File: src/rtl/bstat_pkg.sv
package bstat_pkg;

    localparam int STAT_W = 3;
    localparam int SEL_W  = 3;

    typedef logic [STAT_W-1:0] stat_t;

    localparam stat_t CODE_IDLE      = 3'b111;
    localparam stat_t CODE_TX_DESC   = 3'b000;
    localparam stat_t CODE_TX_BUF    = 3'b001;
    localparam stat_t CODE_RX_DESC   = 3'b100;
    localparam stat_t CODE_RX_BUF    = 3'b101;
    localparam stat_t CODE_RX_RES    = 3'b110;
    localparam stat_t CODE_FILT      = 3'b010;
    localparam stat_t CODE_FILT_DONE = 3'b011;

    typedef enum logic [SEL_W-1:0] {
        AREA_TX_DESC = 3'd0,
        AREA_TX_BUF  = 3'd1,
        AREA_RX_DESC = 3'd2,
        AREA_RX_BUF  = 3'd3,
        AREA_RX_RES  = 3'd4,
        AREA_FILT    = 3'd5
    } area_t;

    typedef enum logic [1:0] {
        FS_OFF  = 2'd0,
        FS_XFER = 2'd1,
        FS_REG  = 2'd2,
        FS_GAP  = 2'd3
    } fsm_t;

endpackage

File: src/rtl/bstat_area_map.sv
module bstat_area_map
    import bstat_pkg::*;
(
    input  logic [SEL_W-1:0] sel_i,
    output stat_t            code_o
);

    always_comb begin
        case (sel_i)
            AREA_TX_DESC: code_o = CODE_TX_DESC;
            AREA_TX_BUF:  code_o = CODE_TX_BUF;
            AREA_RX_DESC: code_o = CODE_RX_DESC;
            AREA_RX_BUF:  code_o = CODE_RX_BUF;
            AREA_RX_RES:  code_o = CODE_RX_RES;
            AREA_FILT:    code_o = CODE_FILT;
            default:      code_o = CODE_IDLE;
        endcase
    end

endmodule

File: src/rtl/bstat_gap_timer.sv
module bstat_gap_timer #(
    parameter int LONG_GAP  = 2,
    parameter int SHORT_GAP = 1
) (
    input  logic clk,
    input  logic rst,
    input  logic clr_i,
    input  logic long_i,
    input  logic short_i,
    output logic pend_o
);

    localparam int MAX_GAP = (LONG_GAP > SHORT_GAP) ? LONG_GAP : SHORT_GAP;
    localparam int CW      = $clog2(MAX_GAP + 1);

    logic [CW-1:0] rem_q;
    logic [CW-1:0] rem_dec;
    logic [CW-1:0] rem_load;
    logic [CW-1:0] rem_n;

    always_comb begin
        rem_dec  = (rem_q == '0) ? '0 : rem_q - 1'b1;
        if (long_i)
            rem_load = CW'(LONG_GAP);
        else if (short_i)
            rem_load = CW'(SHORT_GAP);
        else
            rem_load = '0;
        if (clr_i)
            rem_n = '0;
        else if (rem_load > rem_dec)
            rem_n = rem_load;
        else
            rem_n = rem_dec;
    end

    assign pend_o = (rem_n != '0);

    always_ff @(posedge clk) begin
        if (rst)
            rem_q <= '0;
        else
            rem_q <= rem_n;
    end

endmodule

File: src/rtl/bstat_strobe_qual.sv
module bstat_strobe_qual (
    input  logic clk,
    input  logic rst,
    input  logic be_mode_i,
    input  logic strb_i,
    output logic capt_o
);

    logic strb_q;
    logic edge_hit;

    always_ff @(posedge clk) begin
        strb_q <= strb_i;
    end

    always_comb begin
        if (be_mode_i)
            edge_hit = strb_q & ~strb_i;
        else
            edge_hit = ~strb_q & strb_i;
    end

    always_ff @(posedge clk) begin
        if (rst)
            capt_o <= 1'b0;
        else
            capt_o <= edge_hit;
    end

endmodule

File: src/rtl/bstat_gen.sv
module bstat_gen
    import bstat_pkg::*;
#(
    parameter int LONG_GAP  = 2,
    parameter int SHORT_GAP = 1
) (
    input  logic             clk,
    input  logic             rst,
    input  logic             be_mode_i,
    input  logic             bus_own_i,
    input  logic [SEL_W-1:0] area_sel_i,
    input  logic             reg_acc_i,
    input  logic             src_done_i,
    input  logic             gap_long_i,
    input  logic             gap_short_i,
    input  logic             addr_strb_i,
    output logic [STAT_W-1:0] bus_stat_o,
    output logic             stat_capt_o
);

    fsm_t  state_q, state_n;
    stat_t save_q, save_n;
    stat_t sel_code;
    logic  gap_pend;

    bstat_area_map u_map (
        .sel_i  (area_sel_i),
        .code_o (sel_code)
    );

    bstat_gap_timer #(
        .LONG_GAP  (LONG_GAP),
        .SHORT_GAP (SHORT_GAP)
    ) u_gap (
        .clk     (clk),
        .rst     (rst),
        .clr_i   (~bus_own_i),
        .long_i  (gap_long_i),
        .short_i (gap_short_i),
        .pend_o  (gap_pend)
    );

    bstat_strobe_qual u_strb (
        .clk       (clk),
        .rst       (rst),
        .be_mode_i (be_mode_i),
        .strb_i    (addr_strb_i),
        .capt_o    (stat_capt_o)
    );

    // Next-state and latched-code logic
    always_comb begin
        state_n = state_q;
        save_n  = save_q;
        unique case (state_q)
            FS_OFF: begin
                if (bus_own_i) begin
                    save_n = sel_code;
                    if (reg_acc_i)
                        state_n = FS_REG;
                    else if (gap_pend)
                        state_n = FS_GAP;
                    else
                        state_n = FS_XFER;
                end
            end
            FS_XFER, FS_REG, FS_GAP: begin
                if (!bus_own_i)
                    state_n = FS_OFF;
                else if (reg_acc_i)
                    state_n = FS_REG;
                else if (gap_pend)
                    state_n = FS_GAP;
                else
                    state_n = FS_XFER;
                if (bus_own_i && src_done_i && save_q == CODE_FILT)
                    save_n = CODE_FILT_DONE;
            end
        endcase
    end

    // State register
    always_ff @(posedge clk) begin
        if (rst) begin
            state_q <= FS_OFF;
            save_q  <= CODE_IDLE;
        end else begin
            state_q <= state_n;
            save_q  <= save_n;
        end
    end

    // Registered status output
    always_ff @(posedge clk) begin
        if (rst)
            bus_stat_o <= CODE_IDLE;
        else if (state_n == FS_XFER)
            bus_stat_o <= save_n;
        else
            bus_stat_o <= CODE_IDLE;
    end

endmodule

File: config.mk
export PLATFORM = sky130hd
export DESIGN_NAME = bstat_gen
export DESIGN_NICKNAME = d
export VERILOG_FILES = /design/src/rtl/bstat_pkg.sv /design/src/rtl/bstat_area_map.sv /design/src/rtl/bstat_gap_timer.sv /design/src/rtl/bstat_strobe_qual.sv /design/src/rtl/bstat_gen.sv
export SDC_FILE = /design/constraint.sdc
export NUM_CORES = 1
export LEC_CHECK = 0
export BUFFER_PORTS_ARGS = -buffer_cell sky130_fd_sc_hd__buf_2
export CORE_MARGIN = 2
export CORE_UTILIZATION = 29
export CTS_BUF_LIST = sky130_fd_sc_hd__clkbuf_8
export DETAILED_ROUTE_END_ITERATION = 10
export HOLD_SLACK_MARGIN = 0.02
export PLACE_DENSITY_LB_ADDON = 0.3
export SYNTH_ARGS = -nofsm -noshare
export SYNTH_HDL_FRONTEND = slang
export SYNTH_SLANG_ARGS = --single-unit
File: constraint.sdc
create_clock -name clk -period 2.88 [get_ports clk]
set_clock_uncertainty 0.2 [all_clocks]
set_input_delay 0.864 -clock clk [delete_from_list [all_inputs] [get_ports clk]]
set_output_delay 0.864 -clock clk [all_outputs]
set_load 0.01 [all_outputs]
# After elaboration in Yosys (flattened, before gate mapping)
# Index checks and enable logic that the tools add are counted.
[word_totals] register_bits=12 latchBits=0 ram_bits=0 mem_bits_ro=0 in_bits=12 word_cells=46 n_memories=0
[op_classes] add_sub_neg=1 n_mul=0 div_mod_pow=0 order_cmp=1 n_eq_ne=10 n_shift=0 mux=15 n_bitwise=5 reduce_logical=8
[ops] operator="3-bit case mux with 6 select lines" n=1
[ops] operator="2-bit 2-to-1 mux" n=8
[ops] operator="3-bit by 2-bit == test with 1-bit output (second input constant)" n=3
[ops] operator="3-bit == test (second input constant)" n=2
[ops] operator="3-bit 2-to-1 mux" n=2
[ops] operator="3-bit case mux with 2 select lines" n=1
[ops] operator="2-bit by 1-bit == test with 1-bit output (second input constant)" n=2
[ops] operator="2-bit == test (second input constant)" n=2
[ops] operator="2-bit logical NOT" n=2
[ops] operator="2-bit case mux with 2 select lines" n=1
[ops] operator="3-bit by 1-bit == test with 1-bit output (second input constant)" n=1
[ops] operator="3-bit logical NOT" n=1
[ops] operator="1-bit inverter" n=3
[ops] operator="3-bit OR reduction" n=1
[ops] operator="1-bit bitwise AND" n=2
[ops] operator="2-bit greater-than comparator" n=1
[ops] operator="1-bit logical AND" n=2
[ops] operator="1-bit 2-to-1 mux" n=2
[ops] operator="2-bit nonzero test" n=1
[ops] operator="2-bit OR reduction" n=1
[ops] operator="2-bit by 1-bit subtractor with 2-bit output (second input constant)" n=1

# Logic depth before layout (Yosys ltp)
# Gate-level depths: netlist of run 1.
[logic_depth] word_depth=13 mapped_depth=6 ltp_nobuf=6

# Modules after synthesis
# Synthesis of run 1 repeated with hierarchy kept, for this count alone.
[unflattened] hier_cells=54 hier_area_um2=533.0
[by_module_without_submodules] mod="bstat_gen" n_inst=1 cells_per_inst=28 area_per_inst_um2=282.8
[by_module_without_submodules] mod="bstat_gap_timer" n_inst=1 cells_per_inst=16 area_per_inst_um2=165.2
[by_module_without_submodules] mod="bstat_strobe_qual" n_inst=1 cells_per_inst=5 area_per_inst_um2=61.3
[by_module_without_submodules] mod="bstat_area_map" n_inst=1 cells_per_inst=5 area_per_inst_um2=23.8

# Worst setup path after synthesis of run 1
# Ideal clock, no wire load.
[synth_timing] path_kind="input to register" startpoint="input port gap_short_i" endpoint="register bus_stat_o[2]" setup_ns=0.131 t_arrival_ns=1.916 t_required_ns=2.549 path_slack_ns=0.633 path_stages=6 path_cell_list="nor2b_1 inv_1 ha_1 o21ba_2 nor4_2 o22ai_1"
[synth_via] elab_chain_cells=13 elab_cells_between_ends=14 cone_classes="order compare (1); eq/ne (1); mux (9); bitwise (1); reduce/logical (2)"
[synth_rtl] item="from (decl)" line_no="bstat_gen.sv:15" text="input logic gap_short_i,"
[synth_rtl] item="1-bit 2-to-1 mux (*)" line_no="bstat_gap_timer.sv:25" text="else if (short_i)"
[synth_rtl] item="2-bit 2-to-1 mux (*)" line_no="bstat_gap_timer.sv:23" text="if (long_i)"
[synth_rtl] item="2-bit greater-than comparator" line_no="bstat_gap_timer.sv:31" text="else if (rem_load > rem_dec)"
[synth_rtl] item="2-bit 2-to-1 mux (*)" line_no="bstat_gap_timer.sv:31"
[synth_rtl] item="2-bit 2-to-1 mux (*)" line_no="bstat_gap_timer.sv:29" text="if (clr_i)"
[synth_rtl] item="2-bit nonzero test (*)" line_no="bstat_gap_timer.sv:37" text="assign pend_o = (rem_n != '0);"
[synth_rtl] item="2-bit 2-to-1 mux (*)" line_no="bstat_gen.sv:61, bstat_gen.sv:72"
[synth_rtl] item="2-bit 2-to-1 mux (*)" line_no="bstat_gen.sv:70" text="else if (reg_acc_i)"
[synth_rtl] item="2-bit 2-to-1 mux, on equally long branches" line_no="bstat_gen.sv:68, bstat_gen.sv:57"
[synth_rtl] item="2-bit case mux with 2 select lines (*)" line_no="bstat_gen.sv:55" text="unique case (state_q)"
[synth_rtl] item="2-bit by 1-bit == test with 1-bit output (*)" line_no="bstat_gen.sv:97" text="else if (state_n == FS_XFER)"
[synth_rtl] item="1-bit inverter (no line) (*)"
[synth_rtl] item="2-bit OR reduction (no line) (*)"
[synth_rtl] item="to (signal assigned)" line_no="bstat_gen.sv:98" text="bus_stat_o <= save_n;"
[synth_rtl] item="to (decl)" line_no="bstat_gen.sv:17" text="output logic [STAT_W-1:0] bus_stat_o,"
# Mark *: on every way between the ends. The rest lies on a longest branch, timed or not.
# A chain may end at the register's enable or synchronous reset.

# Worst setup path after layout of run 1
[layout_timing] startpoint="input port gap_long_i" endpoint="register bus_stat_o[0]"
[layout_via] elab_chain_cells=12 elab_cells_between_ends=13 cone_classes="order compare (1); eq/ne (1); mux (8); bitwise (1); reduce/logical (2)"
[layout_rtl] item="from (decl)" line_no="bstat_gen.sv:14" text="input logic gap_long_i,"
[layout_rtl] item="2-bit 2-to-1 mux (*)" line_no="bstat_gap_timer.sv:23"
[layout_rtl] item="2-bit greater-than comparator" line_no="bstat_gap_timer.sv:31"
[layout_rtl] item="2-bit 2-to-1 mux (*)" line_no="bstat_gap_timer.sv:31"
[layout_rtl] item="2-bit 2-to-1 mux (*)" line_no="bstat_gap_timer.sv:29"
[layout_rtl] item="2-bit nonzero test (*)" line_no="bstat_gap_timer.sv:37"
[layout_rtl] item="2-bit 2-to-1 mux (*)" line_no="bstat_gen.sv:61, bstat_gen.sv:72"
[layout_rtl] item="2-bit 2-to-1 mux (*)" line_no="bstat_gen.sv:70"
[layout_rtl] item="2-bit 2-to-1 mux, on equally long branches" line_no="bstat_gen.sv:68, bstat_gen.sv:57"
[layout_rtl] item="2-bit case mux with 2 select lines (*)" line_no="bstat_gen.sv:55"
[layout_rtl] item="2-bit by 1-bit == test with 1-bit output (*)" line_no="bstat_gen.sv:97"
[layout_rtl] item="1-bit inverter (no line) (*)"
[layout_rtl] item="2-bit OR reduction (no line) (*)"
# Marked as above.

==> flow_summary.ini, run 1 <==
[status]
status = finished, final reports clean

[route]
ant_nets = 0
drtPass1Iterations = 4
remaining_drc_errors = 0
drt-vias-per-instance = 4.42
drtIter0Drc = 8
totalWireLength_um = 977
vias = 433
post_drt_wl_per_cell_um = 9.97

[timing]
max_freq_mhz = 436
finalCritPeriodShare = 0.796
setup_tns_ns = 0
setup_ws_ns = 0.586
drv_slew = 0
tightest_slew_ns = 0.392
slew_headroom = 0.737
rsz0062_at_grt = no
setup_viol = 0
final_hold_viol_count = 0
period_minus_slack_ns = 2.29

[global_routing]
grt_overflow = 0
grt_max_degree = 8
track_usage = 0.0950
antenna_found_initial = 0
grt_pass1_wl_um = 1450
first_global_vias = 386

[critical_path]
rrSetupSlack_ns = 1.09
cp_data_required_time_ns = 2.77
max_stage_delay_ns = 0.40
path_class = input port to flop
reg2reg_depth = 5
crit_fanout = 3
cp.arrival_ns = 2.19
start_kind = input port
timing.rr.start = u_gap.rem_q[0]
crit_path_top_delay_cell = a211oi_1
worstReg2RegEnd = bus_stat_o[0]
end_kind = flop
crit_chain = buf_2 -> nor2b_1 -> inv_1 -> ha_1 -> nand2b_1 -> a211oi_1 -> o22ai_1

[floorplanning]
die_x_um = 47.7
initial_core_util = 0.314
die_area_um2 = 2280
die-height_um = 47.7
coreArea_um2 = 1760
floorplan.rows = 15
pin_count = 16

[cts]
clockRootBuffer = clkbuf_8
cts.reportedPaths.clkPinSlew_ns = 0.05
cts_buffer_depth = 2
htree_levels = 1
cts_tree = built
hold_buffers = 0
cts_resized = 0
cts_buffers = 3
post_cts_buffers = 0
clk_latency_ns = 0.24
cts_sinks = 12

[yosys]
synth_area_leaders = dfxtp_1 43%, ha_1 6.8%, nor2b_1 5.6%
avgSynthCellArea_um2 = 10.3
yosysUniqueCellTypes = 27
netlist_area_um2 = 554
ys_seq_area_frac = 0.433
yosys.area.top_type = dfxtp_1
syn_nets = 69
netlist.area_leader.share = 0.433
yosysWarnings = 0
syn_inst = 54
synth_seq_cells = 12

[placement]
gp_congestion = 0.711
dp_cells = 94
portBuffers = 15
dp_hpwl_um = 838
dp_slack_ns = 0.337

[pwr]
ir_drop_mv = 0.239
cellLeakagePower_uw = 0.000301
power_density_nw_per_um2 = 556
p_total_uw = 398

[layout]
nets = 89
multiInputGateArea_um2 = 303
num-fill-cells = 189
finalNonFillerCells = 98
n_antenna_cell = 0
area_delta_synth_final_pct = 29.1
layout-drive-gt1-share = 0.356
seq_area_um2 = 240

[run]
drv_cap = 0

[hold_path]
holdPathEnd = u_strb.capt_o
hold_start = u_strb.strb_q
hold_path_class = flop to flop
whs_path_depth = 2
[through the flow]
step                hold slack (ns)  cell area (um^2)   util
finish                        0.271               716  0.406
global route                  0.321               716  0.406
CTS                           0.279               716  0.406
detailed placement            0.272               661  0.374
global placement              0.260               661  0.374
floorplan                     0.245               554      -
[synth_stat cells (all sizes together)]
cell / count
and4b: 1
nor2: 3
mux2i: 1
or3b: 2
nand3: 1
a21oi: 2
o21ai: 2
nand2b: 2
ha: 3
inv: 3
or2b: 1
a41oi: 1
o21ba: 1
o21bai: 3
nand2: 1
nand3b: 1
nor4: 1
o22ai: 2
nand4bb: 1
dfxtp: 12
nor3: 2
nor2b: 5
a211oi: 2
nor3b: 1
[per-layer routing]
metal  track usage  vias to the layer above  part of all wire
li1              -                      238                 -
met1         0.109                      183              0.47
met2         0.152                       12              0.45
met3        0.0377                        0             0.080
met4        0.0486                        0                 0
met5             0                        -                 0
[cell type report]
class / instances / area share
clock buffer: 4 / 0.0769
inverter: 3 / 0.0157
multi-input combinational: 39 / 0.423
sequential: 12 / 0.336
tap: 25 / 0.0437
timing repair buffer: 15 / 0.105
[registers in the layout, indices dropped and copies added (netlist names)]
| register | flops |
|---|---|
| u_strb.capt_o | 1 |
| u_strb.strb_q | 1 |
| state_q | 2 |
| save_q | 3 |
| u_gap.rem_q | 2 |
| bus_stat_o | 3 |
[worst max path at each step]
stage	startpoint	slack, ns	end	cells after the start
finish	gap_long_i	0.59	bus_stat_o[0]	7
global route	gap_long_i	0.48	bus_stat_o[0]	7
CTS	gap_long_i	0.58	bus_stat_o[0]	7
detailed placement	gap_long_i	0.34	bus_stat_o[0]	7
global placement	gap_long_i	0.42	bus_stat_o[0]	7
floorplan	gap_short_i	0.63	bus_stat_o[2]	6
[critical path, delay by kind of cell]
family                     cells  cell delay [ns]
buffers and inverters          2             0.18
adders and majority gates      1             0.29
AOI/OAI and AO/OA              2             0.55
and+or+nand+nor                2             0.30
[cell families (layout without fill, tap and decap cells)]
logic type / count (synthesis) / in the layout / synth area share
and+or+nand+nor: 22 / 22 / 0.291
AOI/OAI and AO/OA: 13 / 13 / 0.169
DFF: 12 / 12 / 0.433
adders and majority gates: 3 / 3 / 0.0677
buffers and inverters: 3 / 22 / 0.0203
muxes: 1 / 1 / 0.0181
[power breakdown]
group          internal, uW  total, uW  switching, uW
logic                  22.5       44.5           22.0
registers               173        176           2.68
clock network           120        178           57.2
total                   316        398           81.9
[cell usage in the layout, fill, tap and decap left out, drive strengths merged, types with 3 or more instances in the layout]
cell | synthesis | final
nor2 | 3 | 3
inv | 3 | 3
dfxtp | 12 | 12
buf | 0 | 15
o21bai | 3 | 3
clkbuf | 0 | 4
nor2b | 5 | 5
ha | 3 | 3
(Power assumes the default switching activity.)
==> run 2: changes to the inputs <==
==> constraint.sdc (replaced) <==
create_clock -name clk -period 2 [get_ports clk]
set_clock_uncertainty 0.2 [all_clocks]
set_input_delay 0.6 -clock clk [delete_from_list [all_inputs] [get_ports clk]]
set_output_delay 0.6 -clock clk [all_outputs]
set_load 0.01 [all_outputs]
==> flow_summary.ini, run 2 (synthesis gave the netlist of run 1 again) <==
[status]
status = finished, final reports clean

[route]
totalWireLength_um = 1000
drtIter0Drc = 5
remaining_drc_errors = 0
vias = 442
post_drt_wl_per_cell_um = 10.1
drt-vias-per-instance = 4.46
ant_nets = 0
drtPass1Iterations = 3

[cts]
htree_levels = 1
cts_buffer_depth = 2
cts_tree = built
cts_buffers = 3
clk_latency_ns = 0.23
clockRootBuffer = clkbuf_8
post_cts_buffers = 0
cts.reportedPaths.clkPinSlew_ns = 0.05
cts_resized = 0
hold_buffers = 0
cts_sinks = 12

[critical_path]
max_stage_delay_ns = 0.31
crit_path_top_delay_cell = nor4_2
start_kind = input port
path_class = input port to flop
cp_data_required_time_ns = 1.90
cp.arrival_ns = 1.78
crit_chain = buf_2 -> nor2b_1 -> inv_1 -> ha_1 -> o21ba_2 -> nor4_2 -> o22ai_1
crit_fanout = 3
end_kind = flop

[pwr]
ir_drop_mv = 0.346
seqPwrFrac = 0.480
power_density_nw_per_um2 = 738
clkPwrFrac = 0.393
cellLeakagePower_uw = 0.000304
switching_power_uw = 113
p_comb_frac = 0.127
p_int_uw = 416
p_total_uw = 529
p_sw_frac = 0.213

[placement]
dpl-instance-area_um2 = 676
dp_cells = 96
portBuffers = 15
dp_hpwl_um = 849
gp_congestion = 0.721

[floorplanning]
die_x_um = 47.7
die-height_um = 47.7
die_area_um2 = 2280
floorplan.rows = 15
initial_core_util = 0.314
coreArea_um2 = 1760
pin_count = 16

[timing]
setup_viol = 0
finalCritPeriodShare = 0.939
slew_headroom = 0.764
period_minus_slack_ns = 1.88
drv_slew = 0
tightest_slew_ns = 0.352
setup_tns_ns = 0
rsz0062_at_grt = no
max_freq_mhz = 532
final_hold_viol_count = 0

[global_routing]
grt_overflow = 0
first_global_vias = 368
grt_pass1_wl_um = 1450
antenna_found_initial = 0
grt_max_degree = 7
track_usage = 0.0956

[layout]
finalNonFillerCells = 99
nets = 91
layout-drive-gt1-share = 0.365
top_regs = bus_stat_o (3), save_q (3)
final_cell_area_um2 = 717
final_common_cell = buf_2
post-route-util = 0.406
n_antenna_cell = 0
area_delta_synth_final_pct = 29.3
final_cell_mix = 15 x buf_2, 12 x dfxtp_1, 5 x nor2b_1

[run]
drv_cap = 0

[hold_path]
hold_path_class = flop to flop
run 2: worst max-delay path, delay by kind of cell:
family | cells | cell delay (ns)
buffers and inverters | 2 | 0.17
adders and majority gates | 1 | 0.21
and+or+nand+nor | 2 | 0.44
AOI/OAI and AO/OA | 2 | 0.36
run 2: final cells by class:
| type | instances | area [um^2] |
|---|---|---|
| Fill cell | 199 | 1050 |
| Multi-Input combinational cell | 39 | 303 |
| Tap cell | 25 | 31.3 |
| Clock buffer | 3 | 41.3 |
| Inverter | 3 | 11.3 |
| Sequential cell | 12 | 240 |
| Timing Repair Buffer | 17 | 90.1 |
run 2: through the flow:
| stage | setup slack [ns] | hold WS [ns] |
|---|---|---|
| 6_report | 0.122 | 0.275 |
| 3_5_place_dp | -0.149 | 0.270 |
| 5_1_grt | 0.0456 | 0.281 |
| 3_3_place_gp | -0.0917 | 0.260 |
| 4_1_cts | 0.113 | 0.278 |
| 2_1_floorplan | 0.0168 | 0.245 |
run 2: path summary, 6_finish.rpt:
| path | depth (start not counted) | to | slack, ns | startpoint |
|---|---|---|---|---|
| setup / recovery | 7 | bus_stat_o[2] | 0.12 | gap_long_i |
| hold / removal | 2 | u_strb.capt_o | 0.28 | u_strb.strb_q |
| setup reg to reg | 5 | bus_stat_o[2] | 0.27 | u_gap.rem_q[0] |
| hold reg to reg | 2 | u_strb.capt_o | 0.28 | u_strb.strb_q |
run 2: layer usage:
layer | share of wire | wire length (um) | vias to the layer above | global-route usage
met5 | 0 | 0 | - | 0
met4 | 0 | 0 | 0 | 0.0649
met3 | 0.051 | 51 | 0 | 0.0340
met2 | 0.48 | 484 | 12 | 0.157
met1 | 0.47 | 467 | 195 | 0.102
li1 | - | - | 235 | -
run 2: power groups by stage:
stage                     clock, uW  combinational, uW  sequential, uW
after floorplan                   0               40.0             259
after global placement            0               65.9             258
after detailed placement          0               67.9             258
after CTS                       216               68.4             254
after global routing            230               74.9             254
final                           208               67.1             254
==> run 3: changes to the inputs <==
--- a/config.mk
+++ b/config.mk
@@ -12,6 +12,7 @@
 export DETAILED_ROUTE_END_ITERATION = 10
 export HOLD_SLACK_MARGIN = 0.02
 export PLACE_DENSITY_LB_ADDON = 0.3
+export SKIP_CTS_REPAIR_TIMING = 1
 export SYNTH_ARGS = -nofsm -noshare
 export SYNTH_HDL_FRONTEND = slang
 export SYNTH_SLANG_ARGS = --single-unit
==> constraint.sdc (replaced) <==
create_clock -name clk -period 1.7 [get_ports clk]
set_clock_uncertainty 0.2 [all_clocks]
set_input_delay 0.51 -clock clk [delete_from_list [all_inputs] [get_ports clk]]
set_output_delay 0.51 -clock clk [all_outputs]
set_load 0.01 [all_outputs]
==> flow_summary.ini, run 3 (synthesis gave the netlist of run 1 again) <==
[status]
status = finished, final reports clean

[route]
drtPass1Iterations = 4
drtIter0Drc = 8
post_drt_wl_per_cell_um = 10.2
ant_nets = 0
remaining_drc_errors = 0
drt-vias-per-instance = 4.50
totalWireLength_um = 1080
vias = 472

[floorplanning]
coreArea_um2 = 1760
initial_core_util = 0.314
die-height_um = 47.7
die_area_um2 = 2280
floorplan.rows = 15
die_x_um = 47.7
pin_count = 16

[critical_path]
cp.arrival_ns = 1.55
path_buf_inv = 2
cp_top_family = compound AO/OA/AOI/OAI gates
reg2reg_depth = 5
crit_top_cell = buf_4
cp_data_required_time_ns = 1.61
crit_fanout = 3
max_stage_delay_ns = 0.29
crit_chain = buf_4 -> buf_4 -> ha_1 -> o21bai_1 -> a211oi_2 -> o22ai_1
crit_path_top_delay_cell = a211oi_2
path_class = input port to flop
worstReg2RegEnd = bus_stat_o[2]
end_kind = flop
timing.rr.start = u_gap.rem_q[0]
rrSetupSlack_ns = 0.09
start_kind = input port

[layout]
layout-drive-gt1-share = 0.513
n_antenna_cell = 0
area_delta_synth_final_pct = 49.4
nets = 97
final_cell_area_um2 = 828
final_common_cell = buf_2
num-fill-cells = 172
top_regs = bus_stat_o (3), save_q (3)
finalNonFillerCells = 105
final_cell_mix = 14 x buf_2, 12 x dfxtp_1, 9 x buf_4

[hold_path]
hold_path_class = input port to flop
whs_path_depth = 1
holdPathEnd = u_strb.strb_q
hold_start = addr_strb_i

[run]
drv_cap = 0

[placement]
dpl-instance-area_um2 = 742
dp_hpwl_um = 871
gp_congestion = 0.738
portBuffers = 15
dp_cells = 101
dp_slack_ns = -0.256

[timing]
drv_slew = 0
slew_headroom = 0.849
period_minus_slack_ns = 1.64
tightest_slew_ns = 0.220
setup_viol = 0
finalCritPeriodShare = 0.962
max_freq_mhz = 611
setup_ws_ns = 0.0640
final_hold_viol_count = 0

[pwr]
p_sw_frac = 0.215
p_int_uw = 508
cellLeakagePower_uw = 0.000351
seqPwrFrac = 0.463
p_comb_frac = 0.163
clkPwrFrac = 0.374
ir_drop_mv = 0.403
power_density_nw_per_um2 = 782
switching_power_uw = 139

[global_routing]
first_global_vias = 413
antenna_found_initial = 0
grt_max_degree = 7
track_usage = 0.108
grt_pass1_wl_um = 1630
grt_overflow = 0

[cts]
cts_sinks = 12
clockRootBuffer = clkbuf_8
cts.reportedPaths.clkPinSlew_ns = 0.05
cts_buffer_depth = 2
cts_buffers = 3
clk_latency_ns = 0.23
cts_tree = built
htree_levels = 1
run 3: power groups by stage:
stage / registers [uW] / clock network (uW) / logic [uW]
after floorplan: 304 / 0 / 55.0
after global placement: 304 / 0 / 95.7
after detailed placement: 304 / 0 / 96.1
after CTS: 299 / 252 / 96.9
after global routing: 300 / 269 / 116
final: 300 / 242 / 106
run 3: cell type report:
cell class / instances / area [um^2] / area share
multi-input combinational: 39 / 367 / 0.443
sequential: 12 / 240 / 0.290
timing repair buffer: 23 / 138 / 0.166
clock buffer: 3 / 41.3 / 0.0498
tap: 25 / 31.3 / 0.0378
inverter: 3 / 11.3 / 0.0136
run 3: worst register-to-register path: cells and delay by family (launching register included):
family | cells | cell delay, ns
adder cells (fa/ha/maj) | 1 | 0.30
AO/OA/AOI/OAI | 3 | 0.51
AND/OR/NAND/NOR | 1 | 0.10
flip-flops | 1 | 0.38
run 3: stage by stage:
step	utilization	hold slack [ns]	setup TNS [ns]	total power [uW]
final	0.470	0.198	0	647
after global routing	0.470	0.194	-0.00352	685
after CTS	0.444	0.192	-0.0357	648
after detailed placement	0.421	0.270	-1.12	400
after global placement	0.421	0.257	-1.10	400
after floorplan	-	0.245	-0.268	359
run 3: worst max-delay path by stage:
stage	cells after the start	from	endpoint
2_1_floorplan	6	gap_short_i	bus_stat_o[2]
3_3_place_gp	6	gap_long_i	bus_stat_o[0]
3_5_place_dp	6	gap_long_i	bus_stat_o[0]
4_1_cts	6	gap_long_i	bus_stat_o[0]
5_1_grt	7	gap_long_i	bus_stat_o[0]
6_report	6	gap_long_i	bus_stat_o[2]
run 3: routing by layer:
metal	GRT usage	part of all wire	vias up
met4	0.0324	0.0037	0
met3	0.0566	0.055	2
met5	0	0	-
met1	0.133	0.44	209
li1	-	-	253
met2	0.163	0.50	8
